## src/rtl/serial_rx_pkg.sv

```systemverilog
package serial_rx_pkg;
  typedef enum logic [1:0] {
    RX_IDLE = 2'd0,
    RX_HUNT = 2'd1,
    RX_BITS = 2'd2
  } rx_state_e;
endpackage

```

## src/rtl/serial_rx_sync.sv

```systemverilog
// Multi-stage synchronizer with one extra delayed copy for edge detection.
module serial_rx_sync #(
  parameter int            W       = 2,
  parameter int            STAGES  = 2,
  parameter logic [W-1:0]  RST_LVL = '0
) (
  input  logic         clk,
  input  logic         rst_n,
  input  logic [W-1:0] din,
  output logic [W-1:0] dout,
  output logic [W-1:0] dprev
);
  logic [STAGES-1:0][W-1:0] chain_q;
  logic [STAGES-1:0][W-1:0] chain_n;
  logic [W-1:0]             prev_q;

  always_comb begin
    chain_n[0] = din;
    for (int i = 1; i < STAGES; i++) chain_n[i] = chain_q[i-1];
  end

  always_ff @(posedge clk or negedge rst_n) begin
    if (!rst_n) begin
      chain_q <= {STAGES{RST_LVL}};
      prev_q  <= RST_LVL;
    end else begin
      chain_q <= chain_n;
      prev_q  <= chain_q[STAGES-1];
    end
  end

  assign dout  = chain_q[STAGES-1];
  assign dprev = prev_q;
endmodule

```

## src/rtl/serial_rx_engine.sv

```systemverilog
// Start-bit qualification and bit sampling for both timing schemes.
module serial_rx_engine
  import serial_rx_pkg::*;
#(
  parameter int DW  = 8,
  parameter int OVS = 16
) (
  input  logic          clk,
  input  logic          rst_n,
  input  logic          en,
  input  logic          sync_mode,
  input  logic          parity_en,
  input  logic          tick,
  input  logic          line,
  input  logic          line_prev,
  input  logic          sclk_rise,
  output logic          done,
  output logic [DW-1:0] data,
  output logic          perr,
  output logic          ferr
);
  localparam int CW  = $clog2(OVS);
  localparam int MID = OVS / 2;
  localparam int BW  = $clog2(DW + 2) + 1;

  rx_state_e     state_q, state_n;
  logic [CW-1:0] cnt_q, cnt_n;
  logic [BW-1:0] bidx_q, bidx_n;
  logic [DW-1:0] shreg_q, shreg_n;
  logic          par_q, par_n;
  logic          armed_q, armed_n;
  logic          done_q, done_n;
  logic [DW-1:0] data_q, data_n;
  logic          perr_q, perr_n;
  logic          ferr_q, ferr_n;
  logic          fall;
  logic          sample_now;

  assign fall = line_prev & ~line;

  always_comb begin
    state_n    = state_q;
    cnt_n      = cnt_q;
    bidx_n     = bidx_q;
    shreg_n    = shreg_q;
    par_n      = par_q;
    armed_n    = armed_q;
    done_n     = 1'b0;
    data_n     = data_q;
    perr_n     = perr_q;
    ferr_n     = ferr_q;
    sample_now = 1'b0;

    if (!en) begin
      state_n = RX_IDLE;
      cnt_n   = '0;
      bidx_n  = '0;
      armed_n = 1'b0;
    end else begin
      if (line) armed_n = 1'b1;
      unique case (state_q)
        RX_IDLE: begin
          cnt_n  = '0;
          bidx_n = '0;
          if (armed_q) begin
            if (sync_mode) begin
              if (sclk_rise && !line) state_n = RX_BITS;
            end else if (fall) begin
              state_n = RX_HUNT;
            end
          end
        end
        RX_HUNT: begin
          if (sync_mode) begin
            state_n = RX_IDLE;
            cnt_n   = '0;
          end else if (tick) begin
            if (cnt_q == CW'(MID - 1)) begin
              cnt_n   = '0;
              state_n = line ? RX_IDLE : RX_BITS;
            end else begin
              cnt_n = cnt_q + 1'b1;
            end
          end
        end
        RX_BITS: begin
          if (sync_mode) begin
            sample_now = sclk_rise;
          end else if (tick) begin
            sample_now = (cnt_q == CW'(OVS - 1));
            cnt_n      = sample_now ? '0 : cnt_q + 1'b1;
          end
          if (sample_now) begin
            bidx_n = bidx_q + 1'b1;
            if (bidx_q < BW'(DW)) begin
              shreg_n = {line, shreg_q[DW-1:1]};
            end else if (parity_en && (bidx_q == BW'(DW))) begin
              par_n = line;
            end else begin
              done_n  = 1'b1;
              data_n  = shreg_q;
              perr_n  = parity_en & (par_q ^ (^shreg_q));
              ferr_n  = ~line;
              if (!line) armed_n = 1'b0;
              state_n = RX_IDLE;
              bidx_n  = '0;
              cnt_n   = '0;
            end
          end
        end
        default: state_n = RX_IDLE;
      endcase
    end
  end

  always_ff @(posedge clk or negedge rst_n) begin
    if (!rst_n) begin
      state_q <= RX_IDLE;
      cnt_q   <= '0;
      bidx_q  <= '0;
      shreg_q <= '0;
      par_q   <= 1'b0;
      armed_q <= 1'b0;
      done_q  <= 1'b0;
      data_q  <= '0;
      perr_q  <= 1'b0;
      ferr_q  <= 1'b0;
    end else begin
      state_q <= state_n;
      cnt_q   <= cnt_n;
      bidx_q  <= bidx_n;
      shreg_q <= shreg_n;
      par_q   <= par_n;
      armed_q <= armed_n;
      done_q  <= done_n;
      data_q  <= data_n;
      perr_q  <= perr_n;
      ferr_q  <= ferr_n;
    end
  end

  assign done = done_q;
  assign data = data_q;
  assign perr = perr_q;
  assign ferr = ferr_q;

  // a cleared enable forces the idle state on the next cycle
  p_idle_off_r1: assert property (@(posedge clk) disable iff (!rst_n)
    !en |=> state_q == RX_IDLE);
  // the start qualification window never exceeds half a bit
  p_hunt_bound_r2: assert property (@(posedge clk) disable iff (!rst_n)
    state_q == RX_HUNT |-> cnt_q < CW'(MID));
  // bit index never runs past data, parity and stop
  p_bits_bound_r4: assert property (@(posedge clk) disable iff (!rst_n)
    bidx_q <= BW'(DW + 1));
  // in the clocked scheme a low sample on an armed receiver starts a frame
  p_sync_start_r5: assert property (@(posedge clk) disable iff (!rst_n)
    (en && sync_mode && state_q == RX_IDLE && armed_q && sclk_rise && !line)
      |=> state_q == RX_BITS);
  // a disarmed receiver cannot leave idle
  p_locked_r7: assert property (@(posedge clk) disable iff (!rst_n)
    (state_q == RX_IDLE && !armed_q) |=> state_q == RX_IDLE);
  // a frame that ends on a low stop bit leaves the receiver disarmed
  p_ferr_lock_r7: assert property (@(posedge clk) disable iff (!rst_n)
    (done_q && ferr_q) |-> !armed_q);
endmodule

```

## src/rtl/serial_rx_buffer.sv

```systemverilog
// Two-lane receive buffer with one- or two-frame completion gating.
module serial_rx_buffer #(
  parameter int DW = 8
) (
  input  logic            clk,
  input  logic            rst_n,
  input  logic            en,
  input  logic            two_frame,
  input  logic            wr,
  input  logic [DW-1:0]   din,
  input  logic            pin,
  input  logic            fin,
  output logic [2*DW-1:0] buf_o,
  output logic [1:0]      perr_o,
  output logic [1:0]      ferr_o,
  output logic            irq
);
  localparam int NLANE = 2;

  logic slot_q, slot_n;
  logic irq_q, irq_n;
  logic wr_ok;

  assign wr_ok = wr & en;

  always_comb begin
    slot_n = slot_q;
    irq_n  = 1'b0;
    if (!en) begin
      slot_n = 1'b0;
    end else if (wr) begin
      if (!two_frame) begin
        irq_n  = 1'b1;
        slot_n = 1'b0;
      end else if (!slot_q) begin
        slot_n = 1'b1;
      end else begin
        slot_n = 1'b0;
        irq_n  = 1'b1;
      end
    end
  end

  always_ff @(posedge clk or negedge rst_n) begin
    if (!rst_n) begin
      slot_q <= 1'b0;
      irq_q  <= 1'b0;
    end else begin
      slot_q <= slot_n;
      irq_q  <= irq_n;
    end
  end

  for (genvar k = 0; k < NLANE; k++) begin : g_lane
    logic [DW-1:0] lane_q;
    logic          lp_q;
    logic          lf_q;
    logic          we;

    assign we = wr_ok & (two_frame ? (slot_q == 1'(k)) : (k == 0));

    always_ff @(posedge clk or negedge rst_n) begin
      if (!rst_n) begin
        lane_q <= '0;
        lp_q   <= 1'b0;
        lf_q   <= 1'b0;
      end else if (we) begin
        lane_q <= din;
        lp_q   <= pin;
        lf_q   <= fin;
      end
    end

    assign buf_o[k*DW +: DW] = lane_q;
    assign perr_o[k]         = lp_q;
    assign ferr_o[k]         = lf_q;
  end

  assign irq = irq_q;

  // completion is a single-cycle pulse
  p_irq_pulse_r9: assert property (@(posedge clk) disable iff (!rst_n)
    irq_q |=> !irq_q);
  // while disabled no pulse follows and the buffer holds
  p_quiet_off_r1: assert property (@(posedge clk) disable iff (!rst_n)
    !en |=> (!irq_q && $stable(buf_o) && $stable(perr_o) && $stable(ferr_o)));
  // the first frame of a pair raises no pulse
  p_first_half_r6: assert property (@(posedge clk) disable iff (!rst_n)
    (en && wr && two_frame && !slot_q) |=> !irq_q);
endmodule

```

## src/rtl/serial_rx.sv

```systemverilog
module serial_rx #(
  parameter int DATA_W      = 8,
  parameter int OVS         = 16,
  parameter int SYNC_STAGES = 2
) (
  input  logic                clk,
  input  logic                rst_n,
  input  logic                rx_en,
  input  logic                sync_mode,
  input  logic                two_frame,
  input  logic                parity_en,
  input  logic                os_tick,
  input  logic                ser_clk,
  input  logic                rxd,
  output logic [2*DATA_W-1:0] rx_data,
  output logic [1:0]          par_err,
  output logic [1:0]          frm_err,
  output logic                rx_irq
);
  logic [1:0]        sy_cur;
  logic [1:0]        sy_prev;
  logic              fr_done;
  logic [DATA_W-1:0] fr_data;
  logic              fr_perr;
  logic              fr_ferr;
  logic              sclk_rise;

  // bit 0: data line (idles high), bit 1: serial clock
  serial_rx_sync #(
    .W      (2),
    .STAGES (SYNC_STAGES),
    .RST_LVL(2'b01)
  ) u_sync (
    .clk  (clk),
    .rst_n(rst_n),
    .din  ({ser_clk, rxd}),
    .dout (sy_cur),
    .dprev(sy_prev)
  );

  assign sclk_rise = sy_cur[1] & ~sy_prev[1];

  serial_rx_engine #(
    .DW (DATA_W),
    .OVS(OVS)
  ) u_engine (
    .clk      (clk),
    .rst_n    (rst_n),
    .en       (rx_en),
    .sync_mode(sync_mode),
    .parity_en(parity_en),
    .tick     (os_tick),
    .line     (sy_cur[0]),
    .line_prev(sy_prev[0]),
    .sclk_rise(sclk_rise),
    .done     (fr_done),
    .data     (fr_data),
    .perr     (fr_perr),
    .ferr     (fr_ferr)
  );

  serial_rx_buffer #(
    .DW(DATA_W)
  ) u_buffer (
    .clk      (clk),
    .rst_n    (rst_n),
    .en       (rx_en),
    .two_frame(two_frame),
    .wr       (fr_done),
    .din      (fr_data),
    .pin      (fr_perr),
    .fin      (fr_ferr),
    .buf_o    (rx_data),
    .perr_o   (par_err),
    .ferr_o   (frm_err),
    .irq      (rx_irq)
  );
endmodule

```

## config.mk

```make
export PLATFORM = sky130hd
export DESIGN_NAME = serial_rx
export DESIGN_NICKNAME = d
export VERILOG_FILES = /design/src/rtl/serial_rx_pkg.sv /design/src/rtl/serial_rx_sync.sv /design/src/rtl/serial_rx_engine.sv /design/src/rtl/serial_rx_buffer.sv /design/src/rtl/serial_rx.sv
export SDC_FILE = /design/constraint.sdc
export NUM_CORES = 1
export LEC_CHECK = 0
export BUFFER_PORTS_ARGS = -buffer_cell sky130_fd_sc_hd__buf_4
export CAP_MARGIN = 20
export CELL_PAD_IN_SITES_DETAIL_PLACEMENT = 0
export CELL_PAD_IN_SITES_GLOBAL_PLACEMENT = 1
export CORE_ASPECT_RATIO = 0.7
export CORE_MARGIN = 4
export CORE_UTILIZATION = 30
export DETAILED_ROUTE_END_ITERATION = 6
export PLACE_DENSITY = 0.53
export SLEW_MARGIN = 20
export SYNTH_ARGS = -nofsm -noshare
export SYNTH_HDL_FRONTEND = slang
export SYNTH_SLANG_ARGS = --single-unit
```

## constraint.sdc

```tcl
create_clock -name clk -period 2.2 [get_ports clk]
set_clock_uncertainty 0.05 [all_clocks]
set_input_delay 0.22 -clock clk [delete_from_list [all_inputs] [get_ports clk]]
set_output_delay 0.22 -clock clk [all_outputs]
set_load 0.1 [all_outputs]
```

* Yosys cells after proc, flatten, opt, wreduce, memory -nomap -nowiden
Index checks and enable logic that the tools add are counted.
** Cells by class
- Add/sub/neg operators :: 2
- $mul :: 0
- Divide/modulo/power cells :: 0
- $lt $le $gt $ge :: 1
- Eq/ne operators :: 16
- Shift operators :: 0
- Multiplexer cells :: 55
- Bitwise logic cells :: 12
- Reduce and logical (&&, ||, !) cells :: 11
** Operator list (number)
- $mux W4 :: 10
- $mux W1 :: 26
- $mux W2 :: 12
- $mux W5 :: 4
- $ne A4 B3 Y1 const B :: 3
- $pmux W4 S3 :: 1
- $pmux W5 S2 :: 1
- $reduce_and A5 Y1 :: 2
- $reduce_and A8 Y1 :: 1
- $reduce_xor A8 Y1 :: 1
- $and A1 B1 Y1 :: 6
- $ne A3 B2 Y1 const B :: 2
- $ne A3 B3 Y1 const B :: 2
- $pmux W2 S3 :: 1
- $add A5 B1 Y5 const B :: 1
- $eq A5 B4 Y1 const B :: 1
- $lt A5 B4 Y1 const B :: 1
- $not A1 Y1 :: 5
- $add A4 B1 Y4 const B :: 1
- $eq A4 B3 Y1 const B :: 1
- $eq A4 B4 Y1 const B :: 1
- $ne A4 B1 Y1 const B :: 1
- $ne A4 B4 Y1 const B :: 1
- $reduce_and A2 Y1 :: 2
- other kinds (9) :: 10
** Word-level totals
- Register bits :: 60
- Latch bits :: 0
- RAM bits :: 0
- Bits in read-only memories :: 0
- Input port bits :: 9
- Output and inout port bits :: 21
- Word-level logic and storage cells :: 118
- Memories kept :: 0

* Depth between registers and ports, before layout
Gate-level depths: netlist of the first run.
- Word-level depth :: 9
- Mapped depth :: 8
- Depth with buffers taken out :: 7

* Cells and area by module
From an unflattened synthesis of the first run, not the netlist that was laid out.
** Second synthesis, totals
- Cells, all modules :: 218
- Area total of the unflattened synthesis :: 2835.2 um2
** Modules (own cells, without submodules)
- serial_rx_engine :: times used 1, cells each 157, area each 1760.4 um2, sequential area each 800.8 um2
- serial_rx_buffer :: times used 1, cells each 54, area each 907.1 um2, sequential area each 550.5 um2
- serial_rx_sync :: times used 1, cells each 6, area each 153.9 um2, sequential area each 153.9 um2
- serial_rx :: times used 1, cells each 1, area each 13.8 um2, sequential area each 0.0 um2

* Worst setup path before layout of the first run
No wires, ideal clock.
- Kind :: reg2reg
- From :: register u_engine.bidx_q[0]
- To :: register u_engine.data_q[3] (netlist: u_engine.data[3])
- Library setup time :: 0.125 ns
- Arrival time :: 1.721 ns
- Data required time :: 2.025 ns
- Slack :: 0.304 ns
- Cell stages (with the launch flop) :: 8
- Buffers on the path :: 1
- Clock period less this slack :: 1.896 ns
- Cells stage by stage :: dfrtp_1 inv_1 ha_1 nand3b_1 a21oi_1 nand4b_2 buf_4 mux2_2
** Between the ends
- Longest elaborated chain between the ends :: 4
- Elaborated cells on any way between the ends :: 6
- Classes of those cells :: 1 x order compare; 1 x eq/ne; 2 x bitwise; 2 x reduce/logical
** Ends and longest elaborated chain
- start, declared :: line serial_rx_engine.sv:28 : logic [BW-1:0] bidx_q, bidx_n;
- start signal, assigned :: line serial_rx_engine.sv:131 : bidx_q <= bidx_n;
- parallel branches: the longest is 3 deep, another holds $lt A5 B4 Y1
- $reduce_and A5 Y1 (no line) (*)
- end signal, assigned :: line serial_rx_engine.sv:136 : data_q <= data_n;
- end, declared :: line serial_rx_engine.sv:33 : logic [DW-1:0] data_q, data_n;
Every way passes the cells marked *.
A chain may end at the register's enable or synchronous reset.

* Final worst setup path of the first run
- From :: register u_engine.cnt_q[0]
- To :: register u_engine.shreg_q[1]
** Between the ends
- Longest elaborated chain between the ends :: 6
** Ends and longest elaborated chain
- start, declared :: line serial_rx_engine.sv:27 : logic [CW-1:0] cnt_q, cnt_n;
- start signal, assigned :: line serial_rx_engine.sv:130 : cnt_q <= cnt_n;
- $eq A4 B4 Y1 :: line serial_rx_engine.sv:90 : sample_now = (cnt_q == CW'(OVS - 1));
- $mux W1 :: line serial_rx_engine.sv:89 : end else if (tick) begin
- $mux W1 :: line serial_rx_engine.sv:87 : if (sync_mode) begin
- $mux W1 :: line serial_rx_engine.sv:61 : unique case (state_q)
- $mux W1 :: line serial_rx_engine.sv:54 : if (!en) begin
- $reduce_and A4 Y1 (no line)
- end signal, assigned :: line serial_rx_engine.sv:132 : shreg_q <= shreg_n;
- end, declared :: line serial_rx_engine.sv:29 : logic [DW-1:0] shreg_q, shreg_n;
No other way between the ends. The select of a mux whose other input is x is not followed.

==> results of run 1 <==
cell usage in the layout (no fill, tap or decap), types with 6 or more instances in the layout:
| cell type | netlist | routed |
|---|---|---|
| nand2_1 | 10 | 10 |
| nor2b_1 | 6 | 6 |
| inv_1 | 8 | 8 |
| dfrtp_1 | 57 | 57 |
| mux2_2 | 37 | 37 |
| nand3_1 | 6 | 6 |
| xnor2_1 | 7 | 7 |
| nor2_1 | 7 | 7 |
| clkbuf_16 | 0 | 9 |
| ha_1 | 6 | 6 |
| buf_4 | 6 | 34 |
| o21ai_0 | 12 | 12 |
routing by layer:
layer,global-route usage,vias up
li1,-,859
met1,0.173,852
met2,0.146,37
met3,0.0387,8
met4,0.0610,0
met5,0,-
flip-flops by register name, summed over array words and instances, names as in the netlist, 4 cells and up:
register,count
u_engine.cnt_q,4
u_buffer.g_lane.lane_q,16
u_engine.data,8
u_engine.bidx_q,5
u_engine.shreg_q,8
kinds of logic (layout without fill, tap and decap cells):
logic type	count (synthesis)	in the layout	share of synthesized area
AO/OA/AOI/OAI	39	39	0.101
multiplexers	39	39	0.159
adder cells (fa/ha/maj)	6	6	0.0273
AND/OR/NAND/NOR	49	49	0.107
flip-flops	60	60	0.548
XOR/XNOR	8	8	0.0255
buffers and inverters	17	60	0.0323
stage by stage:
stage / util / hold WS (ns)
floorplan: - / -0.126
global placement: 0.356 / 0.280
detailed placement: 0.356 / 0.280
CTS: 0.391 / 0.0377
global route: 0.391 / 0.0436
finish: 0.391 / 0.0519
what timing repair did:
action	CTS	global route
hold buffers	3	0
hold endpoints to repair	59	0
gates resized for setup	0	0
area by class of cell:
class                      count  area share
timing repair buffer          37      0.0840
tap                          120      0.0442
inverter                       8     0.00884
clock inverter                 2     0.00295
sequential                    60       0.443
clock buffer                  13      0.0766
multi-input combinational    141       0.340
report_power, final:
group | total, W | switching, W | internal [W]
clock network | 0.00126 | 0.000444 | 0.000811
logic | 0.000436 | 0.000259 | 0.000178
registers | 0.00118 | 0.0000333 | 0.00115
total | 0.00287 | 0.000736 | 0.00213
path summary, 6_finish.rpt:
| path | cells past startpoint | to | slack, ns | startpoint |
|---|---|---|---|---|
| setup / recovery | 6 | u_engine.shreg_q[1]$_DFFE_PN0P_ | 0.18 | u_engine.cnt_q[0]$_DFFE_PN0P_ |
| hold / removal | 2 | u_buffer.irq$_DFF_PN0_ | 0.05 | two_frame |
| setup reg to reg | 6 | u_engine.shreg_q[1]$_DFFE_PN0P_ | 0.18 | u_engine.cnt_q[0]$_DFFE_PN0P_ |
| hold reg to reg | 0 | u_sync.dout[0]$_DFF_PN1_ | 0.30 | u_sync.chain_n[2]$_DFF_PN1_ |
| max in group asynchronous | 2 | u_buffer.g_lane[1].lane_q[1]$_DFFE_PN0P_ | 1.10 | rst_n |
| min in group asynchronous | 2 | u_sync.dout[1]$_DFF_PN0_ | 0.47 | rst_n |
synth_stat cells (4+ instances only):
master | n | area [sq um]
a21oi_1 | 4 | 20.0
buf_4 | 6 | 45.0
dfrtp_1 | 57 | 1430
ha_1 | 6 | 75.1
inv_1 | 8 | 30.0
mux2_2 | 37 | 417
nand2_1 | 10 | 37.5
nand3_1 | 6 | 30.0
nand3b_1 | 4 | 30.0
nor2_1 | 7 | 26.3
nor2b_1 | 6 | 37.5
o21ai_0 | 12 | 60.1
xnor2_1 | 7 | 61.3
==> key figures, run 1 <==
Clocking
  – CTS buffer count: 9
  – CTS clock-pin slew for the worst setup and hold paths: ~0.05 ns
  – Post-CTS Setup Repair Bufs: 0
  – H-tree Lvls: 3
  – Root Buffer: clkbuf_16
  – CTS Sinks: 60
  – Clk buf depth: 2
  – CTS tree: yes
  – Worst skew pair latency: between 0.3 and 0.4 ns

Yosys
  – Syn Nets: between 200 and 250
  – Syn Inst Count: between 200 and 250
  – Syn Area/Cell: around 13 sq um
  – Yosys reg bits: 60
  – Cell variety after synth: 47
  – Top FF cell, synth: dfrtp_1
  – Yosys warning total: 0
  – Post-Syn Area: between 2000 and 3000 sq um
  – Sequential-to-total area share from yosys stat: 0.548
  – Post-synth EDFFs: 0
  – FFs w/ async S/R, synth: 1.00

GRT
  – First-pass GRT wire length: 9270 um
  – Largest net degree at the start of global routing: a little over 60
  – Overall Global Routing Usage: 0.116
  – GRT overflow: 0
  – Vias in the first global route: approximately 1800
  – Antenna violations before repair: 0

Final layout
  – Nets: roughly 270
  – Sequential Area: approximately 1500 sq um
  – Fraction of layout cells with a size suffix above 1: 0.360
  – Final instance area: roughly 3400 sq um
  – Area grow syn2layout: 23.5%
  – Final antenna diode count: 0
  – Layout Cells excl Fill: approximately 380
  – Fill count: between 800 and 900
  – Multi-input gate area: between 1000 and 1500 sq um

Pwr
  – Pleak: roughly 1.6 nW
  – Peak VDD IR: ~0.39 mV
  – Overall power: 0.00287 W
  – Cell Pwr Density: 845 nW/um^2

Flow run
  – Max-Cap Viols: 0

Placed design
  – HPWL Detailed: between 3000 and 4000 um
  – RD Place Congestion: 0.734
  – Placed Area: between 3000 and 4000 sq um
  – Dpl ws: ~0.15 ns
  – IO Port Bufs: 29
  – Placed cell count: approximately 360

Floorplanning
  – Core area: just under 9000 sq um
  – Initial core utilization: 0.316
  – # IOs: 30
  – Die height: slightly below 90 um
  – Die width: about 120 um
  – Num rows: 28
  – Die ar.: ~11000 sq um

Timing
  – RSZ-0062 raised after global routing: false
  – Final Cycle Share: 0.918
  – Pins Over Slew Limit: 0
  – PnR worst setup slack: roughly 0.18 ns
  – FMAX: 0.495 GHz
  – Hold Vio Cnt, Final: 0
  – Tmin final: ~2 ns
  – Slew HR: 0.478
  – Worst Tran Pin Value: 0.783 ns
  – Setup TNS: 0 ns
  – Final setup viols: 0

Routing
  – WL final: 5500 um
  – Top Layer Used: met4
  – Routed len/inst: between 10 and 15 um
  – Vias/cell: 4.61
  – Drt pass-1 iters: 4
  – Vias: 1756
  – First DRT Iteration DRCs: between 60 and 70
  – M1 WL: ~2900 um
  – DRC viols: 0
  – Routed Antenna Nets: 0
  – Met2 routed WL: ~2200 um
  – Metal3 WL: 304 um

Setup path
  – Critical Path, Cell by Cell: ha_1, and2_1, a31o_4, nand3_2, nor3_4, mux2_2
  – Worst EP arrival: ~2.2 ns
  – Critical Path Max Stage Delay: between 0.3 and 0.4 ns
  – Crit path max fanout: 8
  – CP endpoint kind: flop
  – Worst path top cell family by delay: simple AND/OR/NAND/NOR gates
  – CP Launch Type: flop
  – CP Buf/Inv Count: 0
  – CP max-delay cell: dfrtp_1
  – WP data required: 2.35 ns
  – Critical path type: reg2reg

Status
  – Status: completed

Hold path
  – Hold Path Class: in2reg
No activity file was read; power rests on OpenSTA's default activity.
==> run 2, diff against run 1 <==
--- a/config.mk
+++ b/config.mk
@@ -5,6 +5,7 @@
 export SDC_FILE = /design/constraint.sdc
 export NUM_CORES = 1
 export LEC_CHECK = 0
+export ABC_AREA = 1
 export BUFFER_PORTS_ARGS = -buffer_cell sky130_fd_sc_hd__buf_4
 export CAP_MARGIN = 20
 export CELL_PAD_IN_SITES_DETAIL_PLACEMENT = 0
@@ -13,7 +14,7 @@
 export CORE_MARGIN = 4
 export CORE_UTILIZATION = 30
 export DETAILED_ROUTE_END_ITERATION = 6
-export PLACE_DENSITY = 0.53
+export PLACE_DENSITY = 0.56
 export SLEW_MARGIN = 20
 export SYNTH_ARGS = -nofsm -noshare
 export SYNTH_HDL_FRONTEND = slang
==> key figures, run 2 <==
Clocking
  – Root Buffer: clkbuf_16
  – CTS resizes: 0 (unchanged)
  – CTS tree: yes
  – Worst skew pair latency: 0.32 ns (about the same)
  – CTS Sinks: 60 (unchanged)
  – CTS clock-pin slew for the worst setup and hold paths: 0.06 ns (about the same)
  – H-tree Lvls: 3 (unchanged)
  – CTS buffer count: 9 (unchanged)
  – Clk buf depth: 2 (unchanged)

Routing
  – First DRT Iteration DRCs: 170 (+150%)
  – Vias: 2216 (+26%)
  – DRC viols: 0 (unchanged)
  – Vias/cell: 4.41 (-4.2%)
  – WL final: 6280 um (+14%)
  – Drt pass-1 iters: 4 (unchanged)
  – Routed len/inst: 12.5 um (-13%)
  – Routed Antenna Nets: 0 (unchanged)

Yosys
  – Most common cell in the synthesized netlist: nand2_1
  – Syn Nets: 354 (+52%)
  – Syn Inst Count: 339 (+56%)
  – Post-Syn Area: 2890 sq um (+5.0%)
  – Cell variety after synth: 27 (-43%)
  – Top post-synthesis cells by count: nand2_1, dfrtp_1, inv_1, nor2_1, o21ai_0
  – Yosys warning total: 0 (unchanged)
  – Post-synth EDFFs: 0 (unchanged)
  – Synth area leaders: dfrtp_1, nand2_1, inv_1
  – Top FF cell, synth: dfrtp_1
  – Largest area contributor in the synthesized netlist: dfrtp_1
  – Yosys reg bits: 60 (unchanged)
  – FFs w/ async S/R, synth: 1.00 (unchanged)
  – Yosys top cell area share: 0.494 (-0.0247)
  – Sequential-to-total area share from yosys stat: 0.521 (-0.0261)
  – Syn Area/Cell: 8.51 sq um (-32%)

Placed design
  – Placed Area: 3200 sq um (+3.4%)
  – Placed cell count: 483 (+33%)
  – RD Place Congestion: 0.835 (+14%)
  – IO Port Bufs: 29 (unchanged)
  – HPWL Detailed: 4580 um (+21%)

Status
  – Status: completed

Timing
  – Tmin final: 1.81 ns (-0.213 ns)
  – RSZ-0062 raised after global routing: false
  – Pins Over Slew Limit: 0 (unchanged)
  – Setup TNS: 0 ns (unchanged)
  – FMAX: 0.553 GHz (+12%)
  – Hold Vio Cnt, Final: 0 (unchanged)
  – Final Cycle Share: 0.821 (-0.0966)
  – Hold slack: 0.0254 ns (-0.0265 ns)
  – Final setup viols: 0 (unchanged)
  – Slew HR: 0.480 (+0.00258)
  – Worst Tran Pin Value: 0.779 ns (-0.00387 ns)

Final layout
  – Most common cell after layout, fill and taps aside: nand2_1
  – Fraction of layout cells with a size suffix above 1: 0.193 (-0.167)
  – Max FFs per register: 16 (unchanged)
  – Largest Register: u_buffer.g_lane.lane_q
  – Final Util: 0.383 (-0.00759)
  – Commonest non-fill, non-tap cells in the layout: nand2_1, dfrtp_1, inv_1, buf_4, nor2_1
  – Area grow syn2layout: 22.4%
  – Fill count: 965 (+11%)
  – Layout Cells excl Fill: 502 (+32%)
  – Nets: 388 (+43%)
  – Final instance area: 3530 sq um (+4.0%)
  – Final antenna diode count: 0 (unchanged)

GRT
  – Overall Global Routing Usage: 0.120 (+0.00400)
  – GRT overflow: 0 (unchanged)
  – Vias in the first global route: 1994 (+13%)
  – First-pass GRT wire length: 10700 um (+15%)
  – Largest net degree at the start of global routing: 61 (unchanged)
  – Antenna violations before repair: 0 (unchanged)

Setup path
  – R2r setup slk: 0.39 ns (+0.21 ns)
  – RR Startpoint: u_engine.cnt_q[1]$_DFFE_PN0P_
  – Crit path max fanout: 19 (+11)
  – CP endpoint kind: flop
  – Critical Path Max Stage Delay: 0.43 ns (+0.05 ns)
  – CP max-delay cell: dfrtp_1
  – Critical path type: reg2reg
  – R2R cell count: 7 (+1)
  – CP Launch Type: flop
  – Crit Reg-Reg Endpoint: u_engine.data[0]$_DFFE_PN0P_
  – WP data required: 2.39 ns (+0.04 ns)
  – Worst EP arrival: 2.00 ns (-0.17 ns)
  – Critical Path, Cell by Cell: ha_1, nand3_2, o21ai_4, nand3_4, inv_1, nand2_1, o21ai_0

Flow run
  – Max-Cap Viols: 0 (unchanged)

Hold path
  – Hold path depth: 2 (unchanged)
  – Endpoint of the worst hold path: u_buffer.irq$_DFF_PN0_
  – Min-Delay Startpoint: two_frame
  – Hold Path Class: in2reg

Floorplanning
  – Die width: 125 um (+2.3%)
  – Die ar.: 11300 sq um (+4.6%)
  – Core area: 9220 sq um (+6.1%)
  – Initial core utilization: 0.313 (-0.00319)
  – Num rows: 29 (+3.6%)
  – # IOs: 30 (unchanged)
  – Die height: 90.1 um (+2.2%)

Pwr
  – Cell Pwr Density: 830 nW/um^2 (-1.8%)
  – Peak VDD IR: 0.490 mV (+26%)
  – Pleak: 1.75 nW (+7.1%)
[run 2: layer usage]
layer,global-route usage,up-vias,share of wire
met5,0,-,0
met4,0.0406,0,0.015
met3,0.0462,9,0.066
met2,0.133,56,0.34
met1,0.198,1007,0.58
li1,-,1144,-
[run 2: how the worst max path moves through the flow]
stage / startpoint / to / slack, ns
floorplan: u_engine.bidx_q[0]$_DFFE_PN0P_ / u_engine.ferr$_DFFE_PN0P_ / 0.65
global placement: u_engine.cnt_q[1]$_DFFE_PN0P_ / u_engine.bidx_q[3]$_DFFE_PN0P_ / 0.42
detailed placement: u_engine.cnt_q[1]$_DFFE_PN0P_ / u_engine.data[0]$_DFFE_PN0P_ / 0.40
CTS: u_engine.cnt_q[0]$_DFFE_PN0P_ / u_engine.data[0]$_DFFE_PN0P_ / 0.39
global route: u_engine.bidx_q[0]$_DFFE_PN0P_ / u_engine.data[0]$_DFFE_PN0P_ / 0.17
finish: u_engine.cnt_q[1]$_DFFE_PN0P_ / u_engine.data[0]$_DFFE_PN0P_ / 0.39
[run 2: logic make-up after synthesis]
kind of cell,count (synthesis),synth area share
AND/OR/NAND/NOR,153,0.222
AO/OA/AOI/OAI,60,0.133
XOR/XNOR,5,0.0152
buffers and inverters,55,0.0824
adder cells (fa/ha/maj),6,0.0260
flip-flops,60,0.521
[run 2: stage by stage]
step / power [W] / setup slack (ns)
floorplan: 0.00144 / 0.653
global placement: 0.00156 / 0.419
detailed placement: 0.00156 / 0.405
CTS: 0.00298 / 0.385
global route: 0.00310 / 0.171
finish: 0.00293 / 0.393
[run 2: area by class of cell]
cell class	count	area, sq um	share of cell area
well taps	124	155	0.0439
flip-flops and latches	60	1510	0.426
clock inverters	7	75.1	0.0213
multi-input cells	224	1140	0.324
repair buffers	34	263	0.0744
clock buffers	9	225	0.0638
inverters	44	165	0.0468
[run 2: where the power goes]
part	internal, W	leakage, nW	total (W)	switching, W
Combinational	0.000119	0.788	0.000364	0.000245
Sequential	0.00114	0.812	0.00118	0.0000326
Clock	0.000883	0.150	0.00139	0.000510
[run 2: repair_timing]
item                                   CTS  global route
endpoints found under the hold margin   59             0
buffers inserted                         0             0
hold buffers                             3             0
[run 2: worst max-delay path, delay by kind of cell, from the launching register on]
kind | cells | cell delay (ns)
AO/OA/AOI/OAI | 2 | 0.35
AND/OR/NAND/NOR | 3 | 0.47
buffers and inverters | 1 | 0.18
flip-flops | 1 | 0.43
adder cells (fa/ha/maj) | 1 | 0.24
==> run 3, diff against run 2 <==
--- a/config.mk
+++ b/config.mk
@@ -5,7 +5,7 @@
 export SDC_FILE = /design/constraint.sdc
 export NUM_CORES = 1
 export LEC_CHECK = 0
-export ABC_AREA = 1
+export ABC_AREA = 0
 export BUFFER_PORTS_ARGS = -buffer_cell sky130_fd_sc_hd__buf_4
 export CAP_MARGIN = 20
 export CELL_PAD_IN_SITES_DETAIL_PLACEMENT = 0
@@ -14,7 +14,7 @@
 export CORE_MARGIN = 4
 export CORE_UTILIZATION = 30
 export DETAILED_ROUTE_END_ITERATION = 6
-export PLACE_DENSITY = 0.56
+export PLACE_DENSITY = 0.53
 export SLEW_MARGIN = 20
 export SYNTH_ARGS = -nofsm -noshare
 export SYNTH_HDL_FRONTEND = slang
==> constraint.sdc (replaced) <==
create_clock -name clk -period 1.8 [get_ports clk]
set_clock_uncertainty 0.05 [all_clocks]
set_input_delay 0.18 -clock clk [delete_from_list [all_inputs] [get_ports clk]]
set_output_delay 0.18 -clock clk [all_outputs]
set_load 0.1 [all_outputs]
==> key figures, run 3 (synthesis results as in run 1) <==
Clocking
  – Clk buf depth: 2 (unchanged)
  – Root Buffer: clkbuf_16
  – CTS buffer count: 9 (unchanged)
  – CTS tree: yes
  – H-tree Lvls: 3 (unchanged)
  – CTS clock-pin slew for the worst setup and hold paths: 0.05 ns (about the same)
  – Worst skew pair latency: 0.32 ns (about the same)
  – CTS Sinks: 60 (unchanged)

Routing
  – Routed len/inst: 14.5 um (+16%)
  – Routed Antenna Nets: 0 (unchanged)
  – DRC viols: 0 (unchanged)
  – Vias/cell: 4.56 (+3.2%)
  – Drt pass-1 iters: 4 (unchanged)
  – First DRT Iteration DRCs: 63 (-63%)
  – WL final: 5880 um (-6.3%)
  – Vias: 1850 (-17%)

Final layout
  – Fill count: 875 (-9.3%)
  – Fraction of layout cells with a size suffix above 1: 0.437 (+0.244)
  – Final Util: 0.426 (+0.0432)
  – Nets: 296 (-24%)
  – Largest Register: u_buffer.g_lane.lane_q
  – Area grow syn2layout: 34.8%
  – Layout Cells excl Fill: 406 (-19%)
  – Commonest non-fill, non-tap cells in the layout: dfrtp_1, buf_4, mux2_2, o21ai_0, nand2_1
  – Max FFs per register: 16 (unchanged)
  – Most common cell after layout, fill and taps aside: dfrtp_1
  – Final antenna diode count: 0 (unchanged)

Setup path
  – Critical Path, Cell by Cell: ha_2, and2_4, a31o_4, nand3_4, nor3_4, buf_12, mux2_4
  – CP max-delay cell: dfrtp_1
  – Worst path top cell family by delay: simple AND/OR/NAND/NOR gates
  – Crit path max fanout: 8 (-11)
  – Critical path type: reg2reg
  – CP endpoint kind: flop
  – WP data required: 1.95 ns (-0.44 ns)
  – Critical Path Max Stage Delay: 0.35 ns (-0.08 ns)
  – R2r setup slk: 0.02 ns (-0.37 ns)
  – Worst EP arrival: 1.93 ns (-0.07 ns)
  – CP Launch Type: flop
  – CP Buf/Inv Count: 1 (unchanged)

Pwr
  – Pleak: 1.79 nW (+2.4%)
  – Cell Pwr Density: 1020 nW/um^2 (+23%)
  – Peak VDD IR: 0.512 mV (+4.6%)

Timing
  – Hold Vio Cnt, Final: 0 (unchanged)
  – Final setup viols: 0 (unchanged)
  – Hold slack: 0.0729 ns (+0.0475 ns)
  – Setup TNS: 0 ns (unchanged)
  – Final Cycle Share: 0.987 (+0.166)
  – RSZ-0062 raised after global routing: true
  – Worst Tran Pin Value: 0.440 ns (-0.340 ns)
  – Slew HR: 0.707 (+0.227)
  – Pins Over Slew Limit: 0 (unchanged)
  – Tmin final: 1.78 ns (-0.0293 ns)
  – FMAX: 0.563 GHz (+1.6%)

Floorplanning
  – Num rows: 28 (-3.4%)
  – Core area: 8690 sq um (-5.7%)
  – Initial core utilization: 0.316 (+0.00319)
  – # IOs: 30 (unchanged)
  – Die width: 122 um (-2.3%)
  – Die height: 88.1 um (-2.2%)
  – Die ar.: 10800 sq um (-4.4%)

GRT
  – GR Layer Usage met2: 0.158 (+0.0252)
  – Global Route met3 Usage: 0.0413 (-0.00489)
  – Vias in the first global route: 1891 (-5.2%)
  – Grt met1 use: 0.187 (-0.0112)
  – First-pass GRT wire length: 9920 um (-7.2%)
  – Overall Global Routing Usage: 0.125 (+0.00442)
  – Largest net degree at the start of global routing: 31 (-49%)
  – GRT busiest layer: met1
  – GRT overflow: 0 (unchanged)
  – Antenna violations before repair: 0 (unchanged)

Flow run
  – Max-Cap Viols: 0 (unchanged)

Placed design
  – RD Place Congestion: 0.771 (-7.7%)
  – HPWL Detailed: 4240 um (-7.6%)
  – IO Port Bufs: 29 (unchanged)
  – Placed cell count: 385 (-20%)

Status
  – Status: completed

Hold path
  – Hold Path Class: in2reg
run 3: cell types whose count changed in the layout (fill, tap and decap cells not counted), sizes merged, moves of 5 or more:
cell / change
a21oi: -12
buf: +26
clkbuf: +5
inv: -38
mux2: +37
nand2: -89
nand3: -15
nor2: -22
nor2b: +6
o21ai: -28
xnor2: +5
run 3: area by class of cell:
| cell class | instances | area, sq um | share of cell area |
|---|---|---|---|
| well taps | 120 | 150 | 0.0405 |
| clock buffers | 14 | 264 | 0.0713 |
| inverters | 8 | 30.0 | 0.00811 |
| multi-input cells | 141 | 1210 | 0.328 |
| flip-flops and latches | 60 | 1510 | 0.406 |
| clock inverters | 2 | 35.0 | 0.00946 |
| repair buffers | 61 | 505 | 0.136 |
run 3: layer usage:
metal	up-vias	wire, um	share of wire
li1	904	-	-
met1	895	3250	0.55
met2	41	2260	0.38
met3	10	269	0.046
met4	0	101	0.017
met5	-	0	0
run 3: where the power goes:
group	leakage, nW	internal [W]	switching, W
logic	0.827	0.000315	0.000346
clock network	0.147	0.00114	0.000550
registers	0.818	0.00140	0.0000403
total	1.79	0.00286	0.000936
run 3: worst reg2reg max path, stage by stage (launching register included):
cell and delay [ns]:
dfrtp_1 0.35, ha_2 0.18, and2_4 0.15, a31o_4 0.16, nand3_4 0.09, nor3_4 0.23, buf_12 0.17, mux2_4 0.30
run 3: stage by stage:
stage | cell area [sq um] | total power (W) | worst slack, ns
floorplan | 2760 | 0.00182 | 0.0116
CTS | 3650 | 0.00382 | 0.0102
global placement | 3300 | 0.00209 | -0.0259
global route | 3700 | 0.00400 | -0.0653
finish | 3700 | 0.00380 | 0.0226
detailed placement | 3300 | 0.00208 | -0.0179
run 3: worst paths after layout:
check / start / to / cells past startpoint
hold / removal: parity_en / u_engine.perr$_DFFE_PN0P_ / 3
max in group asynchronous: rst_n / u_sync.dprev[0]$_DFF_PN1_ / 3
min in group asynchronous: rst_n / u_engine.state_q[1]$_DFFE_PN0P_ / 2
hold reg to reg: u_sync.chain_n[2]$_DFF_PN1_ / u_sync.dout[0]$_DFF_PN1_ / 0
setup / recovery: u_engine.cnt_q[1]$_DFFE_PN0P_ / u_engine.shreg_q[6]$_DFFE_PN0P_ / 7
setup reg to reg: u_engine.cnt_q[1]$_DFFE_PN0P_ / u_engine.shreg_q[6]$_DFFE_PN0P_ / 7
run 3: repair_timing:
action | CTS | global route
setup endpoints to repair | 1 | 23
hold buffers | 4 | 0
pin swaps | 0 | 5
resized for setup | 1 | 15
buffers inserted | 0 | 1
gates cloned | 0 | 0
endpoints found under the hold margin | 31 | 0
